<file path="src/rtl/pqc_pkg.sv">
package pqc_pkg;
    // control word bit positions
    localparam int unsigned CFG_RUN  = 0;
    localparam int unsigned CFG_KERN = 1;
    localparam int unsigned CFG_USER = 2;
    localparam int unsigned CFG_EDGE = 3;
    localparam int unsigned CFG_INV  = 4;
    localparam int unsigned CFG_IRQ  = 5;
    localparam int unsigned CFG_TH   = 6;

    typedef enum logic [1:0] {
        ST_OFF  = 2'd0,
        ST_LOW  = 2'd1,
        ST_HIGH = 2'd2
    } cnt_st_e;
endpackage

</file>
<file path="src/rtl/pqc_qualify.sv">
module pqc_qualify #(
    parameter int unsigned EW = 3
) (
    input  logic [EW-1:0] evt,
    input  logic [EW-1:0] thresh,
    input  logic          inv,
    output logic          cond,
    output logic [EW-1:0] weight
);
    logic th_zero;
    logic ge;

    assign th_zero = (thresh == '0);
    assign ge      = (evt >= thresh);

    always_comb begin
        if (th_zero) begin
            cond   = (evt != '0);
            weight = evt;
        end else begin
            cond   = inv ? !ge : ge;
            weight = {{(EW-1){1'b0}}, cond};
        end
    end
endmodule

</file>
<file path="src/rtl/pqc_counter.sv">
module pqc_counter
    import pqc_pkg::*;
#(
    parameter int unsigned CW   = 40,
    parameter int unsigned EW   = 3,
    parameter int unsigned CFGW = EW + 6
) (
    input  logic            clk,
    input  logic            rst_n,
    input  logic [CFGW-1:0] cfg,
    input  logic            is_kernel,
    input  logic            allowed,
    input  logic [EW-1:0]   evt,
    input  logic            wr,
    input  logic [CW-1:0]   wdata,
    input  logic            clr,
    output logic [CW-1:0]   cnt_q,
    output logic            ovf_q,
    output logic            irq
);
    logic          cond;
    logic [EW-1:0] weight;
    logic          priv_ok;
    logic          active;
    logic [EW-1:0] inc;
    logic [CW:0]   sum;
    cnt_st_e       st_q, st_d;

    pqc_qualify #(.EW(EW)) qual_i (
        .evt    (evt),
        .thresh (cfg[CFG_TH +: EW]),
        .inv    (cfg[CFG_INV]),
        .cond   (cond),
        .weight (weight)
    );

    assign priv_ok = is_kernel ? cfg[CFG_KERN] : cfg[CFG_USER];
    assign active  = cfg[CFG_RUN] && priv_ok && allowed;

    // state register
    always_ff @(posedge clk) begin
        if (!rst_n) st_q <= ST_OFF;
        else        st_q <= st_d;
    end

    // next state and increment
    always_comb begin
        st_d = st_q;
        inc  = '0;
        unique case (st_q)
            ST_OFF, ST_LOW: begin
                if (!active) st_d = ST_OFF;
                else begin
                    st_d = cond ? ST_HIGH : ST_LOW;
                    if (cfg[CFG_EDGE]) inc = {{(EW-1){1'b0}}, cond};
                    else               inc = weight;
                end
            end
            ST_HIGH: begin
                if (!active) st_d = ST_OFF;
                else begin
                    st_d = cond ? ST_HIGH : ST_LOW;
                    if (!cfg[CFG_EDGE]) inc = weight;
                end
            end
            default: st_d = ST_OFF;
        endcase
    end

    assign sum = {1'b0, cnt_q} + {{(CW+1-EW){1'b0}}, inc};

    always_ff @(posedge clk) begin
        if (!rst_n) begin
            cnt_q <= '0;
            ovf_q <= 1'b0;
        end else begin
            cnt_q <= wr ? wdata : sum[CW-1:0];
            if (sum[CW] && !wr) ovf_q <= 1'b1;
            else if (clr)       ovf_q <= 1'b0;
        end
    end

    assign irq = ovf_q && cfg[CFG_IRQ];
endmodule

</file>
<file path="src/rtl/perf_qual_counter.sv">
module perf_qual_counter #(
    parameter int unsigned CW     = 40,
    parameter int unsigned EW     = 3,
    parameter int unsigned IDW    = 2,
    parameter logic [3:0]  ALLOW0 = 4'b0111,
    parameter logic [3:0]  ALLOW1 = 4'b1011
) (
    input  logic            clk,
    input  logic            rst_n,
    input  logic [EW-1:0]   evt_count,
    input  logic [IDW-1:0]  evt_id,
    input  logic [1:0]      priv_lvl,
    input  logic [1:0]      cfg_wr,
    input  logic [EW+5:0]   cfg_data,
    input  logic [1:0]      cnt_wr,
    input  logic [CW-1:0]   cnt_wdata,
    input  logic [1:0]      ovf_clr,
    output logic [CW-1:0]   cnt_val0,
    output logic [CW-1:0]   cnt_val1,
    output logic [1:0]      ovf_flag,
    output logic [1:0]      irq
);
    localparam int unsigned NCNT = 2;
    localparam int unsigned CFGW = EW + 6;

    logic                       is_kernel;
    logic [NCNT-1:0][CFGW-1:0]  cfg_q;
    logic [NCNT-1:0][CW-1:0]    cnt_w;
    logic [NCNT-1:0]            allow_w;

    assign is_kernel = (priv_lvl == 2'd0);

    for (genvar i = 0; i < NCNT; i++) begin : g_cnt
        if (i == 0) begin : g_m0
            assign allow_w[i] = ALLOW0[evt_id];
        end else begin : g_m1
            assign allow_w[i] = ALLOW1[evt_id];
        end

        always_ff @(posedge clk) begin
            if (!rst_n)         cfg_q[i] <= '0;
            else if (cfg_wr[i]) cfg_q[i] <= cfg_data;
        end

        pqc_counter #(.CW(CW), .EW(EW), .CFGW(CFGW)) cnt_i (
            .clk       (clk),
            .rst_n     (rst_n),
            .cfg       (cfg_q[i]),
            .is_kernel (is_kernel),
            .allowed   (allow_w[i]),
            .evt       (evt_count),
            .wr        (cnt_wr[i]),
            .wdata     (cnt_wdata),
            .clr       (ovf_clr[i]),
            .cnt_q     (cnt_w[i]),
            .ovf_q     (ovf_flag[i]),
            .irq       (irq[i])
        );
    end

    assign cnt_val0 = cnt_w[0];
    assign cnt_val1 = cnt_w[1];
endmodule

</file>
<file path="config.mk">
export PLATFORM = sky130hd
export DESIGN_NAME = perf_qual_counter
export DESIGN_NICKNAME = d
export VERILOG_FILES = /design/src/rtl/pqc_pkg.sv /design/src/rtl/pqc_qualify.sv /design/src/rtl/pqc_counter.sv /design/src/rtl/perf_qual_counter.sv
export SDC_FILE = /design/constraint.sdc
export NUM_CORES = 1
export LEC_CHECK = 0
export ABC_AREA = 0
export ABC_CLOCK_PERIOD_IN_PS = 5100
export BUFFER_PORTS_ARGS = -buffer_cell sky130_fd_sc_hd__clkbuf_2
export CAP_MARGIN = 40
export CORE_MARGIN = 3
export CORE_UTILIZATION = 45
export CTS_CLUSTER_SIZE = 14
export DETAILED_ROUTE_END_ITERATION = 10
export GPL_TIMING_DRIVEN = 0
export MAX_ROUTING_LAYER = met4
export PLACE_DENSITY = 0.7
export SLEW_MARGIN = 20
export SYNTH_ARGS = -nofsm -noshare
export SYNTH_HDL_FRONTEND = slang
export SYNTH_SLANG_ARGS = --single-unit
</file>
<file path="constraint.sdc">
create_clock -name clk -period 5.1 [get_ports clk]
set_clock_uncertainty 0.05 [all_clocks]
set_input_delay 1.02 -clock clk [delete_from_list [all_inputs] [get_ports clk]]
set_output_delay 1.02 -clock clk [all_outputs]
set_load 0.03 [all_outputs]
</file>
* After elaboration in Yosys (flattened, before gate mapping)
Index checks and enable logic that the tools add are counted.
** Word-level totals
- Output and inout bits :: 84
- Input port bits :: 64
- Register bits :: 104
- Logic and storage cells :: 73
** Operators by class
- Muxes and demuxes :: 30
- Equality and inequality tests :: 4
- Order comparisons :: 3
- Add/subtract/negate cells :: 2
- Reduce and logical (&&, ||, !) cells :: 26
** Operator list (count)
- $add 40x3->41 :: 2
- $mux 40 :: 2
- $mux 3 :: 10
- $mux 1 :: 12
- $pmux 3 s2 :: 2
- $logic_and 1x1->1 :: 8
- $ge 3x3->1 :: 2
- $logic_not 2->1 :: 3
- $logic_not 3->1 :: 2
- $reduce_and 3->1 :: 2
- $reduce_or 3->1 :: 2
- $bmux 1 s2 :: 2
- $eq 2x1->1 const B :: 2
- $eq 2x2->1 const B :: 2
- $logic_not 1->1 :: 4
- $mux 2 :: 2
- $reduce_bool 2->1 :: 2
- $reduce_or 2->1 :: 2
- $lt 2x3->1 const B :: 1
- $reduce_bool 3->1 :: 1

* Logic depth before layout (Yosys ltp)
Gate-level depths: netlist of run 1.
- Depth after elaboration :: 10
- Depth in mapped cells :: 15
- Mapped depth without buffers :: 14

* Cells and area by module
From an unflattened synthesis of run 1, not the netlist that was laid out.
** Second synthesis, totals
- Cells, all modules :: 722
- Area total of the unflattened synthesis :: 6085.8 um^2
** Modules (own cells, without submodules)
- pqc_counter (g_cnt[1].cnt_i) :: instances 1, cells each 345, area an instance 2751.4 um^2, seq. area each 860.8 um^2
- pqc_counter (g_cnt[0].cnt_i) :: instances 1, cells each 279, area an instance 2362.3 um^2, seq. area each 860.8 um^2
- perf_qual_counter :: instances 1, cells each 60, area an instance 694.4 um^2, seq. area each 360.3 um^2
- pqc_qualify :: instances 2, cells each 19, area an instance 138.9 um^2, seq. area each 0.0 um^2

* Worst setup path before layout of run 1
Ideal clock, no wire load.
- Path type :: in2reg
- Start :: in evt_count[0]
- End :: reg g_cnt[0].cnt_i.cnt_q[26]
- Buffers on the path :: 1
- Stages on the path :: 15
- Slack :: 1.180 ns
- Required time :: 4.918 ns
- Library setup time :: 0.132 ns
- Arrival :: 3.738 ns
- Cells stage by stage :: inv_1 -> ha_1 -> nand2b_1 -> a21o_1 -> a21oi_1 -> xor2_1 -> a21oi_1 -> ha_1 -> fa_1 -> a21oi_1 -> nor3_2 -> nand4_1 -> clkbuf_1 -> xnor2_1 -> a21oi_1
** Between the ends
- Longest elaborated chain between the ends :: 9
- Elaborated cells between the ends (all ways) :: 13
- Those cells by class :: add/sub: 1; order compare: 1; mux: 9; reduce/logical: 2
** RTL lines
- start: declaration :: line perf_qual_counter.sv:10 : input logic [EW-1:0] evt_count,
- $ge 3x3->1 :: line pqc_qualify.sv:14 : assign ge = (evt >= thresh);
- $logic_not 1->1 :: line pqc_qualify.sv:21 : cond = inv ? !ge : ge;
- $mux 1 :: line pqc_qualify.sv:21
- $mux 3 or $mux 1 (tied branches) :: line pqc_qualify.sv:17 : if (th_zero) begin
- $mux 3, on equally long branches :: line pqc_counter.sv:63, pqc_counter.sv:55
- $mux 3, on equally long branches :: line pqc_counter.sv:60, pqc_counter.sv:52
- $pmux 3 s2 (*) :: line pqc_counter.sv:50 : unique case (st_q)
- $add 40x3->41 (*) :: line pqc_counter.sv:70 : assign sum = {1'b0, cnt_q} + {{(CW+1-EW){1'b0}}, inc};
- $mux 40 (*) :: line pqc_counter.sv:77 : cnt_q <= wr ? wdata : sum[CW-1:0];
- end signal: assignment :: line pqc_counter.sv:77
- end: declaration :: line pqc_counter.sv:17 : output logic [CW-1:0] cnt_q,
Mark *: on every way between the ends. The rest lies on a longest branch, timed or not.
A chain may end at the register's enable or synchronous reset.

* Worst setup path after layout of run 1
- Start :: in priv_lvl[1]
- End :: reg g_cnt[0].cnt_i.cnt_q[32]
** Between the ends
- Longest elaborated chain between the ends :: 8
- Elaborated cells between the ends (all ways) :: 9
- Those cells by class :: add/sub: 1; mux: 5; reduce/logical: 3
** RTL lines
- start: declaration :: line perf_qual_counter.sv:12 : input logic [1:0] priv_lvl,
- $logic_not 2->1 (*) :: line perf_qual_counter.sv:31 : assign is_kernel = (priv_lvl == 2'd0);
- $mux 1 (*) :: line pqc_counter.sv:37 : assign priv_ok = is_kernel ? cfg[CFG_KERN] : cfg[CFG_USER];
- $logic_and 1x1->1 (*) (2 in a row) :: line pqc_counter.sv:38 : assign active = cfg[CFG_RUN] && priv_ok && allowed;
- $mux 3, on equally long branches :: line pqc_counter.sv:60, pqc_counter.sv:52
- $pmux 3 s2 (*) :: line pqc_counter.sv:50
- $add 40x3->41 (*) :: line pqc_counter.sv:70
- $mux 40 (*) :: line pqc_counter.sv:77
Marks and branches as above.

==> insert_results.sql, run 1 <==
INSERT INTO impl_metrics (metric_group, metric, value, unit) VALUES
('synthesis', 'synth_cell_types', '55', ''),
('global_routing', 'grt_antenna_before_repair', '0', ''),
('synthesis', 'synth_fp_nets', '742', ''),
('die', 'core_region_area', '12200', 'um^2'),
('synthesis', 'synthCells', '664', ''),
('routing', 'totalWireLength', '18300', 'um'),
('critical_path', 'critPathMaxStageDelay', '570', 'ps'),
('routing', 'antenna_left', '0', ''),
('critical_path', 'worstPathRequired', '5330', 'ps'),
('clock_network', 'cts_setup_buffers', '0', ''),
('synthesis', 'synth.top_cells.by_count', '104 x sky130_fd_sc_hd__dfxtp_1, 63 x sky130_fd_sc_hd__o21ai_0, 48 x sky130_fd_sc_hd__nand2_1, 42 x sky130_fd_sc_hd__a21oi_1, 32 x sky130_fd_sc_hd__clkbuf_1', ''),
('die', 'io_pins', '148', ''),
('timing', 'setup-violations-final', '0', ''),
('global_routing', 'track_usage', '26.2', '%'),
('routing', 'route.detailed.drc', '0', ''),
('critical_path', 'r2r_cells', '12', ''),
('outcome', 'run_status', 'finished, final reports clean', ''),
('die', 'row_count', '40', ''),
('critical_path', 'critical_path.max_fanout', '10', ''),
('routing', 'via_to_cell_ratio', '5.84', ''),
('placement', 'place_congestion', '0.922', ''),
('timing', 'hold_violations', '0', ''),
('clock_network', 'postCtsHoldBufs', '0', ''),
('layout', 'layout.filler_cells', '1140', ''),
('synthesis', 'synth.ff_latch_count', '104', ''),
('placement', 'preCtsSetupSlack', '365', 'ps'),
('placement', 'io_buffer_count', '143', ''),
('global_routing', 'grt_pass1_wl', '28800', 'um'),
('synthesis', 'post-synth-top-count-cell', 'sky130_fd_sc_hd__dfxtp_1', ''),
('timing', 'worst_slew_margin_rel', '43.4', '%'),
('critical_path', 'critPathBufInv', '2', ''),
('critical_path', 'critical_path.cell_chain', 'clkbuf_2 -> nor2_1 -> o211ai_1 -> a211oi_1 -> o311ai_0 -> a21oi_1 -> ha_1 -> fa_1 -> a21oi_1 -> nor3_2 -> nand4_1 -> clkbuf_1 -> or3_1 -> a31oi_1', ''),
('critical_path', 'path_class', 'in2reg', ''),
('die', 'dieHeight', '119', 'um'),
('layout', 'number_of_nets_in_the_finished_design', '896', ''),
('power', 'power_density', '280', 'nW/um^2'),
('power', 'cellLeakagePower', '2.89', 'nW'),
('min_path', 'hp-class', 'reg2reg', ''),
('synthesis', 'yosys_warnings', '0', ''),
('routing', 'tritonroute_pass_1_iters', '5', ''),
('critical_path', 'critPathLaunchType', 'input pin', ''),
('global_routing', 'maximum_number_of_pins_on_one_net_before_global_route_repair', '15', ''),
('die', 'die_area', '14100', 'um^2'),
('critical_path', 'worstSetupPathDepth', '14', ''),
('synthesis', 'synth_flop_cell', 'sky130_fd_sc_hd__dfxtp_1', ''),
('clock_network', 'clk_pin_slew', '70', 'ps'),
('routing', 'detail_route.iter0.violations', '458', ''),
('clock_network', 'clock_sink_count', '104', ''),
('critical_path', 'endpoint_kind', 'register', ''),
('power', 'power.total', '1.93', 'mW'),
('synthesis', 'synth.avg_cell_area', '8.59', 'um^2'),
('min_path', 'hold_depth', '2', ''),
('timing', 'tns', '0', 'ps'),
('clock_network', 'tritoncts', 'yes', ''),
('synthesis', 'synth_top_cell_by_area', 'sky130_fd_sc_hd__dfxtp_1', ''),
('global_routing', 'grt_overflow', '0', ''),
('global_routing', 'first_global_vias', '5578', ''),
('critical_path', 'arrival', '4670', 'ps'),
('critical_path', 'cp_common_cell', 'sky130_fd_sc_hd__a21oi_1', ''),
('placement', 'dp.cells', '975', ''),
('timing', 'tightestPinTransition', '845', 'ps'),
('layout', 'final_layout_size_suffix_gt1_share', '21.2', '%'),
('clock_network', 'insertion_delay_of_the_later_clocked_pin_in_the_worst_skew_pair', '350', 'ps'),
('timing', 'finalCritPeriodShare', '87.0', '%'),
('placement', 'hpwlAfterDp', '14000', 'um'),
('critical_path', 'critPathSlowestCell', 'sky130_fd_sc_hd__a211oi_1', ''),
('timing', 'setup_slack', '664', 'ps'),
('clock_network', 'number_of_levels_in_the_clock_h_tree', '3', ''),
('routing', 'wl_per_cell', '18.6', 'um'),
('layout', 'ant_diodes', '0', ''),
('die', 'start_util', '46.7', '%');
[power by group]
group | total, mW | internal (mW) | switching (mW)
Combinational | 0.345 | 0.121 | 0.224
Sequential | 0.929 | 0.864 | 0.0653
Clock | 0.657 | 0.350 | 0.307
[cells in the final DEF, fill, tap and decap left out, types with 13 or more instances in the layout]
cell type	n
sky130_fd_sc_hd__xor2_1	28
sky130_fd_sc_hd__clkbuf_2	143
sky130_fd_sc_hd__nor2b_1	30
sky130_fd_sc_hd__a31oi_1	13
sky130_fd_sc_hd__a21oi_1	42
sky130_fd_sc_hd__o211a_1	14
sky130_fd_sc_hd__nand2_1	48
sky130_fd_sc_hd__o21ai_0	63
sky130_fd_sc_hd__nor3_1	17
sky130_fd_sc_hd__inv_1	13
sky130_fd_sc_hd__dfxtp_1	104
sky130_fd_sc_hd__mux2i_1	23
sky130_fd_sc_hd__nor2_1	14
sky130_fd_sc_hd__clkbuf_1	33
sky130_fd_sc_hd__xnor2_1	26
sky130_fd_sc_hd__nand3_1	30
sky130_fd_sc_hd__and3_1	13
sky130_fd_sc_hd__nand4_1	18
[logic make-up (layout without fill, tap and decap cells)]
family          count (synthesis)  in the layout  synth area share, %
compound gates                178            178                 19.8
xor+xnor                       54             54                 8.29
fa+ha+maj                      14             14                 3.33
buf+inv                        50            206                 3.55
flops                         104            104                 36.5
mux                            23             23                 4.04
simple gates                  241            241                 24.5
[flip-flops by register name, indices dropped and copies added, names as in the netlist]
signal	count
g_cnt.cnt_i.st_q	4
g_cnt.cnt_i.cnt_q	80
g_cnt.cnt_i.ovf_q	2
cfg_q	18
[worst reg2reg max path, cell delays in order (launching register included)]
cell and delay, ps:
sky130_fd_sc_hd__dfxtp_1 350, sky130_fd_sc_hd__o211ai_1 120, sky130_fd_sc_hd__a211oi_1 570, sky130_fd_sc_hd__o311ai_0 260
sky130_fd_sc_hd__a21oi_1 180, sky130_fd_sc_hd__ha_1 240, sky130_fd_sc_hd__fa_1 240, sky130_fd_sc_hd__a21oi_1 150
sky130_fd_sc_hd__nor3_2 520, sky130_fd_sc_hd__nand4_1 300, sky130_fd_sc_hd__clkbuf_1 300, sky130_fd_sc_hd__or3_1 360
sky130_fd_sc_hd__a31oi_1 170
[cell type report]
type	instances	area, um^2	area share, %
Multi-Input combinational cell	510	3420	49.7
Sequential cell	104	2080	30.2
Timing Repair Buffer	143	716	10.4
Clock buffer	12	256	3.72
Tap cell	168	210	3.05
Buffer	37	154	2.23
Inverter	13	48.8	0.708
Clock inverter	1	5.00	0.0726
[stage by stage]
stage	util (%)	hold WS, ps	instance area, um^2
after floorplan	-	424	5700
after global placement	54.3	436	6630
after detailed placement	54.3	455	6640
after CTS	56.5	475	6900
after global routing	56.5	509	6900
final	56.5	472	6900
[worst paths after layout]
kind	from	endpoint	slack, ps
max	priv_lvl[1]	g_cnt[0].cnt_i.cnt_q[32]	660
min	cfg_q[14]	cfg_q[14]	470
max reg2reg	cfg_q[2]	g_cnt[0].cnt_i.cnt_q[32]	1220
min reg2reg	cfg_q[14]	cfg_q[14]	470
[per-layer routing]
metal | vias up | wire, um | track usage [%]
met1 | 2771 | 8250 | 34.7
li1 | 2743 | - | -
met2 | 230 | 8540 | 41.1
met3 | 25 | 1250 | 4.83
met4 | 0 | 291 | 7.60
met5 | - | 0 | -
Power figures use the tool's default switching activity.
==> run 2: changes to the inputs <==
--- a/config.mk
+++ b/config.mk
@@ -10,12 +10,11 @@
 export BUFFER_PORTS_ARGS = -buffer_cell sky130_fd_sc_hd__clkbuf_2
 export CAP_MARGIN = 40
 export CORE_MARGIN = 3
-export CORE_UTILIZATION = 45
+export CORE_UTILIZATION = 40
 export CTS_CLUSTER_SIZE = 14
 export DETAILED_ROUTE_END_ITERATION = 10
 export GPL_TIMING_DRIVEN = 0
 export MAX_ROUTING_LAYER = met4
-export PLACE_DENSITY = 0.7
 export SLEW_MARGIN = 20
 export SYNTH_ARGS = -nofsm -noshare
 export SYNTH_HDL_FRONTEND = slang
==> run 2 against run 1 <==
Effect of this change:
- critical path depth is the same
- via count shrank 1.8%
- sequential power is essentially flat
- first-iteration DRC count grew 13%
- register-to-register slack gained 140 ps
- power grew 1.6%
- global-route usage shrank 2.0 points
- critical path type unchanged
==> insert_results.sql, run 2 (synthesis results as in run 1) <==
INSERT INTO impl_metrics (metric_group, metric, value, unit) VALUES
('layout', 'top_library_cells_by_usage_in_the_layout_fill_and_taps_aside', '143 x sky130_fd_sc_hd__clkbuf_2, 104 x sky130_fd_sc_hd__dfxtp_1, 63 x sky130_fd_sc_hd__o21ai_0', ''),
('clock_network', 'tritoncts', 'yes', ''),
('timing', 'setup-violations-final', '0', ''),
('critical_path', 'endpoint_kind', 'register', ''),
('layout', 'final_layout_size_suffix_gt1_share', '21.5', '%'),
('routing', 'wl_per_cell', '18.6', 'um'),
('clock_network', 'number_of_buffers_created_by_cts', '9', ''),
('critical_path', 'cp_common_cell', 'sky130_fd_sc_hd__a21oi_1', ''),
('routing', 'detail_route.iter0.violations', '517', ''),
('layout', 'number_of_nets_in_the_finished_design', '896', ''),
('clock_network', 'cts_buffer_depth', '2', ''),
('timing', 'period_needed', '4290', 'ps'),
('power', 'cellLeakagePower', '2.91', 'nW'),
('timing', 'hold_violations', '0', ''),
('layout', 'area.growth.synth_to_final', '21.6', '%'),
('global_routing', 'first_global_vias', '5571', ''),
('routing', 'via_to_cell_ratio', '5.65', ''),
('global_routing', 'grt_antenna_before_repair', '0', ''),
('clock_network', 'cts_setup_buffers', '0', ''),
('critical_path', 'critical_path.max_fanout', '10', ''),
('layout', 'ant_diodes', '0', ''),
('routing', 'tritonroute_pass_1_iters', '5', ''),
('timing', 'worst_slew_margin_rel', '41.7', '%'),
('placement', 'io_buffer_count', '143', ''),
('timing', 'number_of_max_slew_violations_in_the_final_report', '0', ''),
('timing', 'tightestPinTransition', '868', 'ps'),
('layout', 'multiInputGateArea', '3420', 'um^2'),
('outcome', 'run_status', 'finished, final reports clean', ''),
('timing', 'finalCritPeriodShare', '84.1', '%'),
('layout', 'layout_commonest_cell', 'sky130_fd_sc_hd__clkbuf_2', ''),
('layout', 'layout.filler_cells', '1365', ''),
('power', 'power.total', '1.96', 'mW'),
('critical_path', 'critPathSlowestCell', 'sky130_fd_sc_hd__a211oi_1', ''),
('die', 'dieHeight', '125', 'um'),
('layout', 'final_area', '6940', 'um^2'),
('placement', 'preCtsSetupSlack', '428', 'ps'),
('critical_path', 'critical_path.cell_chain', 'clkbuf_2 -> nor2_1 -> o211ai_1 -> a211oi_1 -> o311ai_0 -> a21oi_1 -> ha_1 -> fa_1 -> a21oi_1 -> nor3_2 -> nand4_1 -> clkbuf_1 -> or3_1 -> a31oi_1', ''),
('layout', 'largest_registers_ranked_by_flip_flop_count', 'g_cnt.cnt_i.cnt_q x80, cfg_q x18, g_cnt.cnt_i.st_q x4', ''),
('timing', 'max_freq', '0.233', 'GHz'),
('layout', 'final_cells', '1003', ''),
('global_routing', 'maximum_number_of_pins_on_one_net_before_global_route_repair', '16', ''),
('routing', 'route.detailed.drc', '0', ''),
('timing', 'tns', '0', 'ps'),
('clock_network', 'cts_resized', '0', ''),
('layout', 'fin_util', '49.8', '%'),
('critical_path', 'timing.critical_path.max_delay_family', 'compound AO/OA/AOI/OAI gates', ''),
('flow_run', 'timing.max_cap.violations', '0', ''),
('placement', 'dp.cells', '987', ''),
('critical_path', 'critPathMaxStageDelay', '510', 'ps'),
('min_path', 'hp-class', 'reg2reg', ''),
('clock_network', 'clk_pin_slew', '70', 'ps'),
('die', 'die_area', '15700', 'um^2'),
('routing', 'via_total_after_detailed_routing', '5668', ''),
('timing', 'rsz0062_at_grt', 'no', ''),
('critical_path', 'arrival', '4520', 'ps'),
('clock_network', 'number_of_levels_in_the_clock_h_tree', '3', ''),
('timing', 'final.hold.worst_slack', '465', 'ps'),
('clock_network', 'clock_sink_count', '104', ''),
('critical_path', 'critPathLaunchType', 'input pin', ''),
('placement', 'placement.cell_area', '6650', 'um^2'),
('clock_network', 'ctsRootBufferMaster', 'sky130_fd_sc_hd__clkbuf_16', ''),
('layout', 'sequential_cell_area', '2080', 'um^2'),
('global_routing', 'track_usage', '24.2', '%'),
('routing', 'antenna_left', '0', ''),
('timing', 'setup_slack', '812', 'ps'),
('layout', 'registers.top_by_ff_count', 'g_cnt.cnt_i.cnt_q', ''),
('critical_path', 'worstPathRequired', '5340', 'ps'),
('clock_network', 'postCtsHoldBufs', '0', ''),
('critical_path', 'critPathBufInv', '2', ''),
('critical_path', 'path_class', 'in2reg', ''),
('die', 'io_pins', '148', ''),
('placement', 'hpwlAfterDp', '14500', 'um'),
('die', 'row_count', '43', ''),
('die', 'start_util', '40.9', '%'),
('global_routing', 'grt_pass1_wl', '29600', 'um'),
('power', 'vdd.ir_drop.worst', '0.000145', 'V'),
('die', 'core_region_area', '13900', 'um^2'),
('global_routing', 'grt_overflow', '0', ''),
('layout', 'largest_register_ffs', '80', ''),
('power', 'power_density', '283', 'nW/um^2'),
('placement', 'place_congestion', '0.860', ''),
('die', 'die_width', '125', 'um'),
('routing', 'totalWireLength', '18600', 'um'),
('clock_network', 'insertion_delay_of_the_later_clocked_pin_in_the_worst_skew_pair', '360', 'ps');
-- run 2: cell count changes in the layout (fill, tap and decap cells not counted) --
cell	delta
sky130_fd_sc_hd__clkbuf_8	+1
sky130_fd_sc_hd__clkinv_2	+2
-- run 2: final timing paths --
kind / from / end / slack, ps / depth (start not counted)
hold reg to reg: cfg_q[14] / cfg_q[14] / 460 / 2
hold / removal: cfg_q[14] / cfg_q[14] / 460 / 2
setup reg to reg: cfg_q[2] / g_cnt[0].cnt_i.cnt_q[30] / 1360 / 12
setup / recovery: priv_lvl[1] / g_cnt[0].cnt_i.cnt_q[30] / 810 / 14
-- run 2: where the power goes --
| group | switching (mW) | internal, mW |
|---|---|---|
| clock network | 0.319 | 0.370 |
| logic | 0.223 | 0.121 |
| registers | 0.0646 | 0.864 |
-- run 2: area by class of cell --
| class | instances | area share [%] |
|---|---|---|
| clock buffers | 13 | 3.90 |
| repair buffers | 143 | 10.3 |
| plain buffers | 37 | 2.22 |
| well taps | 180 | 3.25 |
| multi-input cells | 510 | 49.4 |
| inverters | 13 | 0.704 |
| clock inverters | 3 | 0.216 |
| flip-flops and latches | 104 | 30.0 |
-- run 2: worst reg2reg max path, stage by stage, from the launching register on --
cell	delay (ps)
sky130_fd_sc_hd__dfxtp_1	350
sky130_fd_sc_hd__o211ai_1	120
sky130_fd_sc_hd__a211oi_1	510
sky130_fd_sc_hd__o311ai_0	250
sky130_fd_sc_hd__a21oi_1	180
sky130_fd_sc_hd__ha_1	230
sky130_fd_sc_hd__fa_1	230
sky130_fd_sc_hd__a21oi_1	150
sky130_fd_sc_hd__nor3_2	500
sky130_fd_sc_hd__nand4_1	280
sky130_fd_sc_hd__clkbuf_1	280
sky130_fd_sc_hd__or3_1	360
sky130_fd_sc_hd__a31oi_1	170
-- run 2: layer usage --
metal	wire length, um	part of all wire, %	vias to the layer above	GRT usage [%]
li1	-	-	2752	-
met1	8510	46	2710	31.5
met2	8800	47	185	39.4
met3	1040	5.6	21	3.59
met4	267	1.4	0	6.82
met5	0	0	-	-
==> run 3: changes to the inputs <==
--- a/config.mk
+++ b/config.mk
@@ -6,7 +6,7 @@
 export NUM_CORES = 1
 export LEC_CHECK = 0
 export ABC_AREA = 0
-export ABC_CLOCK_PERIOD_IN_PS = 5100
+export ABC_CLOCK_PERIOD_IN_PS = 3600
 export BUFFER_PORTS_ARGS = -buffer_cell sky130_fd_sc_hd__clkbuf_2
 export CAP_MARGIN = 40
 export CORE_MARGIN = 3
@@ -15,6 +15,7 @@
 export DETAILED_ROUTE_END_ITERATION = 10
 export GPL_TIMING_DRIVEN = 0
 export MAX_ROUTING_LAYER = met4
+export PLACE_DENSITY = 0.66
 export SLEW_MARGIN = 20
 export SYNTH_ARGS = -nofsm -noshare
 export SYNTH_HDL_FRONTEND = slang
==> constraint.sdc (replaced) <==
create_clock -name clk -period 3.6 [get_ports clk]
set_clock_uncertainty 0.05 [all_clocks]
set_input_delay 0.72 -clock clk [delete_from_list [all_inputs] [get_ports clk]]
set_output_delay 0.72 -clock clk [all_outputs]
set_load 0.03 [all_outputs]
==> run 3 against run 2 <==
Effect of this change:
- hold slack improved by 2.1 ps
- via count fell by 0.30%
- clock power rose by 47%
- power rose by 44%
- wire length fell by 3.0%
- worst setup slack got worse by 630 ps
- core utilization rose by 1.3 points
- sequential power rose by 41%
- first-iteration DRC count fell by 13%
- count of clock-buffer cells in the layout fell by 3
- combinational power rose by 44%
==> insert_results.sql, run 3 (synthesis results as in run 1) <==
INSERT INTO impl_metrics (metric_group, metric, value, unit) VALUES
('critical_path', 'critical_path.max_fanout', '4', ''),
('die', 'io_pins', '148', ''),
('global_routing', 'grt_util_met1', '32.4', '%'),
('timing', 'setup-violations-final', '0', ''),
('critical_path', 'critPathSlowestCell', 'sky130_fd_sc_hd__or4_4', ''),
('placement', 'placement.cell_area', '6650', 'um^2'),
('die', 'dieHeight', '125', 'um'),
('routing', 'via_to_cell_ratio', '5.60', ''),
('clock_network', 'tritoncts', 'yes', ''),
('critical_path', 'path_class', 'in2reg', ''),
('critical_path', 'endpoint_kind', 'register', ''),
('clock_network', 'cts_buffer_depth', '2', ''),
('global_routing', 'track_usage', '23.6', '%'),
('routing', 'wl_per_cell', '17.9', 'um'),
('placement', 'hpwlAfterDp', '13800', 'um'),
('critical_path', 'worstPathRequired', '3840', 'ps'),
('clock_network', 'insertion_delay_of_the_later_clocked_pin_in_the_worst_skew_pair', '360', 'ps'),
('min_path', 'hp-class', 'reg2reg', ''),
('critical_path', 'critPathBufInv', '3', ''),
('layout', 'largest_register_ffs', '80', ''),
('timing', 'final.hold.worst_slack', '467', 'ps'),
('power', 'power.total', '2.82', 'mW'),
('layout', 'largest_registers_ranked_by_flip_flop_count', 'g_cnt.cnt_i.cnt_q x80, cfg_q x18, g_cnt.cnt_i.st_q x4', ''),
('critical_path', 'timing.critical_path.max_delay_family', 'simple AND/OR/NAND/NOR gates', ''),
('layout', 'registers.top_by_ff_count', 'g_cnt.cnt_i.cnt_q', ''),
('flow_run', 'timing.max_cap.violations', '0', ''),
('die', 'core_region_area', '13900', 'um^2'),
('power', 'cellLeakagePower', '3.01', 'nW'),
('routing', 'totalWireLength', '18100', 'um'),
('critical_path', 'critical_path.cell_chain', 'clkbuf_2 -> inv_1 -> ha_1 -> nand2b_1 -> a21o_1 -> a21oi_2 -> xor2_1 -> a21oi_2 -> ha_2 -> fa_2 -> a21oi_4 -> nor3_4 -> nand4_1 -> buf_4 -> or4_4 -> a31oi_1', ''),
('clock_network', 'ctsRootBufferMaster', 'sky130_fd_sc_hd__clkbuf_16', ''),
('die', 'start_util', '40.9', '%'),
('layout', 'layout_commonest_cell', 'sky130_fd_sc_hd__clkbuf_2', ''),
('layout', 'number_of_nets_in_the_finished_design', '903', ''),
('routing', 'via_total_after_detailed_routing', '5651', ''),
('layout', 'top_library_cells_by_usage_in_the_layout_fill_and_taps_aside', '143 x sky130_fd_sc_hd__clkbuf_2, 104 x sky130_fd_sc_hd__dfxtp_1, 63 x sky130_fd_sc_hd__o21ai_0', ''),
('clock_network', 'clk_pin_slew', '70', 'ps'),
('timing', 'worst_slew_margin_rel', '48.9', '%'),
('die', 'die_width', '125', 'um'),
('critical_path', 'cp_common_cell', 'sky130_fd_sc_hd__a21oi_2', ''),
('timing', 'setup_slack', '179', 'ps'),
('placement', 'preCtsSetupSlack', '-764', 'ps'),
('routing', 'tritonroute_pass_1_iters', '5', ''),
('routing', 'route.detailed.drc', '0', ''),
('global_routing', 'grt_pass1_wl', '28600', 'um'),
('clock_network', 'number_of_buffers_created_by_cts', '9', ''),
('critical_path', 'arrival', '3660', 'ps'),
('die', 'row_count', '43', ''),
('timing', 'tightestPinTransition', '761', 'ps'),
('clock_network', 'number_of_levels_in_the_clock_h_tree', '3', ''),
('routing', 'antenna_left', '0', ''),
('routing', 'detail_route.iter0.violations', '450', ''),
('power', 'vdd.ir_drop.worst', '0.000219', 'V'),
('layout', 'ant_diodes', '0', ''),
('layout', 'final_area', '7120', 'um^2'),
('global_routing', 'grt_overflow', '0', ''),
('layout', 'fin_util', '51.1', '%'),
('timing', 'number_of_max_slew_violations_in_the_final_report', '0', ''),
('outcome', 'run_status', 'finished, final reports clean', ''),
('die', 'die_area', '15700', 'um^2'),
('global_routing', 'maximum_number_of_pins_on_one_net_before_global_route_repair', '17', ''),
('critical_path', 'critPathLaunchType', 'input pin', ''),
('power', 'power_density', '396', 'nW/um^2'),
('timing', 'finalCritPeriodShare', '95.0', '%'),
('layout', 'area.growth.synth_to_final', '24.9', '%'),
('layout', 'final_layout_size_suffix_gt1_share', '24.6', '%'),
('global_routing', 'grt_most_used_layer', 'met2', ''),
('placement', 'io_buffer_count', '143', ''),
('clock_network', 'clock_sink_count', '104', ''),
('placement', 'place_congestion', '0.914', ''),
('timing', 'max_freq', '0.292', 'GHz'),
('global_routing', 'grt.met3_usage', '4.19', '%'),
('critical_path', 'critPathMaxStageDelay', '400', 'ps'),
('global_routing', 'first_global_vias', '5297', ''),
('timing', 'hold_violations', '0', ''),
('timing', 'period_needed', '3420', 'ps'),
('global_routing', 'grt_antenna_before_repair', '0', ''),
('global_routing', 'use_met2', '35.0', '%');
## run 3: repair_timing
item	CTS	global route
setup endpoints to repair	27	48
hold buffers	0	0
resized for setup	9	18
setup buffers	2	6
pin swaps	2	14
## run 3: cell type report
cell class / count / area, um^2
fill: 1369 / 6810
multi-input combinational: 510 / 3540
sequential: 104 / 2080
timing repair buffer: 151 / 776
clock buffer: 10 / 239
tap: 180 / 225
buffer: 36 / 154
clock inverter: 6 / 58.8
inverter: 13 / 48.8
## run 3: final timing paths
check	startpoint	to	slack [ps]	cells past startpoint
setup / recovery	evt_count[0]	g_cnt[0].cnt_i.cnt_q[34]	180	16
hold / removal	cfg_q[9]	cfg_q[9]	470	2
setup reg to reg	cfg_q[6]	g_cnt[0].cnt_i.cnt_q[34]	400	14
hold reg to reg	cfg_q[9]	cfg_q[9]	470	2
## run 3: metrics by stage
| stage | TNS (ps) | cells |
|---|---|---|
| after floorplan | 0 | 664 |
| after global placement | -22590 | 987 |
| after detailed placement | -21810 | 987 |
| after CTS | -13.8 | 1004 |
| after global routing | -39.3 | 1010 |
| final | 0 | 1010 |
## run 3: power breakdown
group | leakage [nW] | switching [mW] | internal (mW)
clock | 0.152 | 0.453 | 0.555
combinational | 1.99 | 0.320 | 0.176
sequential | 0.862 | 0.0904 | 1.22
## run 3: routing by layer
metal / part of all wire, % / vias up
met5: 0 / -
met1: 45 / 2639
li1: - / 2763
met3: 6.7 / 30
met2: 45 / 219
met4: 2.6 / 0
## run 3: worst reg2reg max path, cell delays in order, from the launching register on
cell and delay, ps:
sky130_fd_sc_hd__dfxtp_1 370, sky130_fd_sc_hd__ha_1 240, sky130_fd_sc_hd__nand2b_1 140, sky130_fd_sc_hd__a21o_1 180
sky130_fd_sc_hd__a21oi_2 130, sky130_fd_sc_hd__xor2_1 110, sky130_fd_sc_hd__a21oi_2 140, sky130_fd_sc_hd__ha_2 230
sky130_fd_sc_hd__fa_2 250, sky130_fd_sc_hd__a21oi_4 90, sky130_fd_sc_hd__nor3_4 240, sky130_fd_sc_hd__nand4_1 190
sky130_fd_sc_hd__buf_4 200, sky130_fd_sc_hd__or4_4 400, sky130_fd_sc_hd__a31oi_1 160
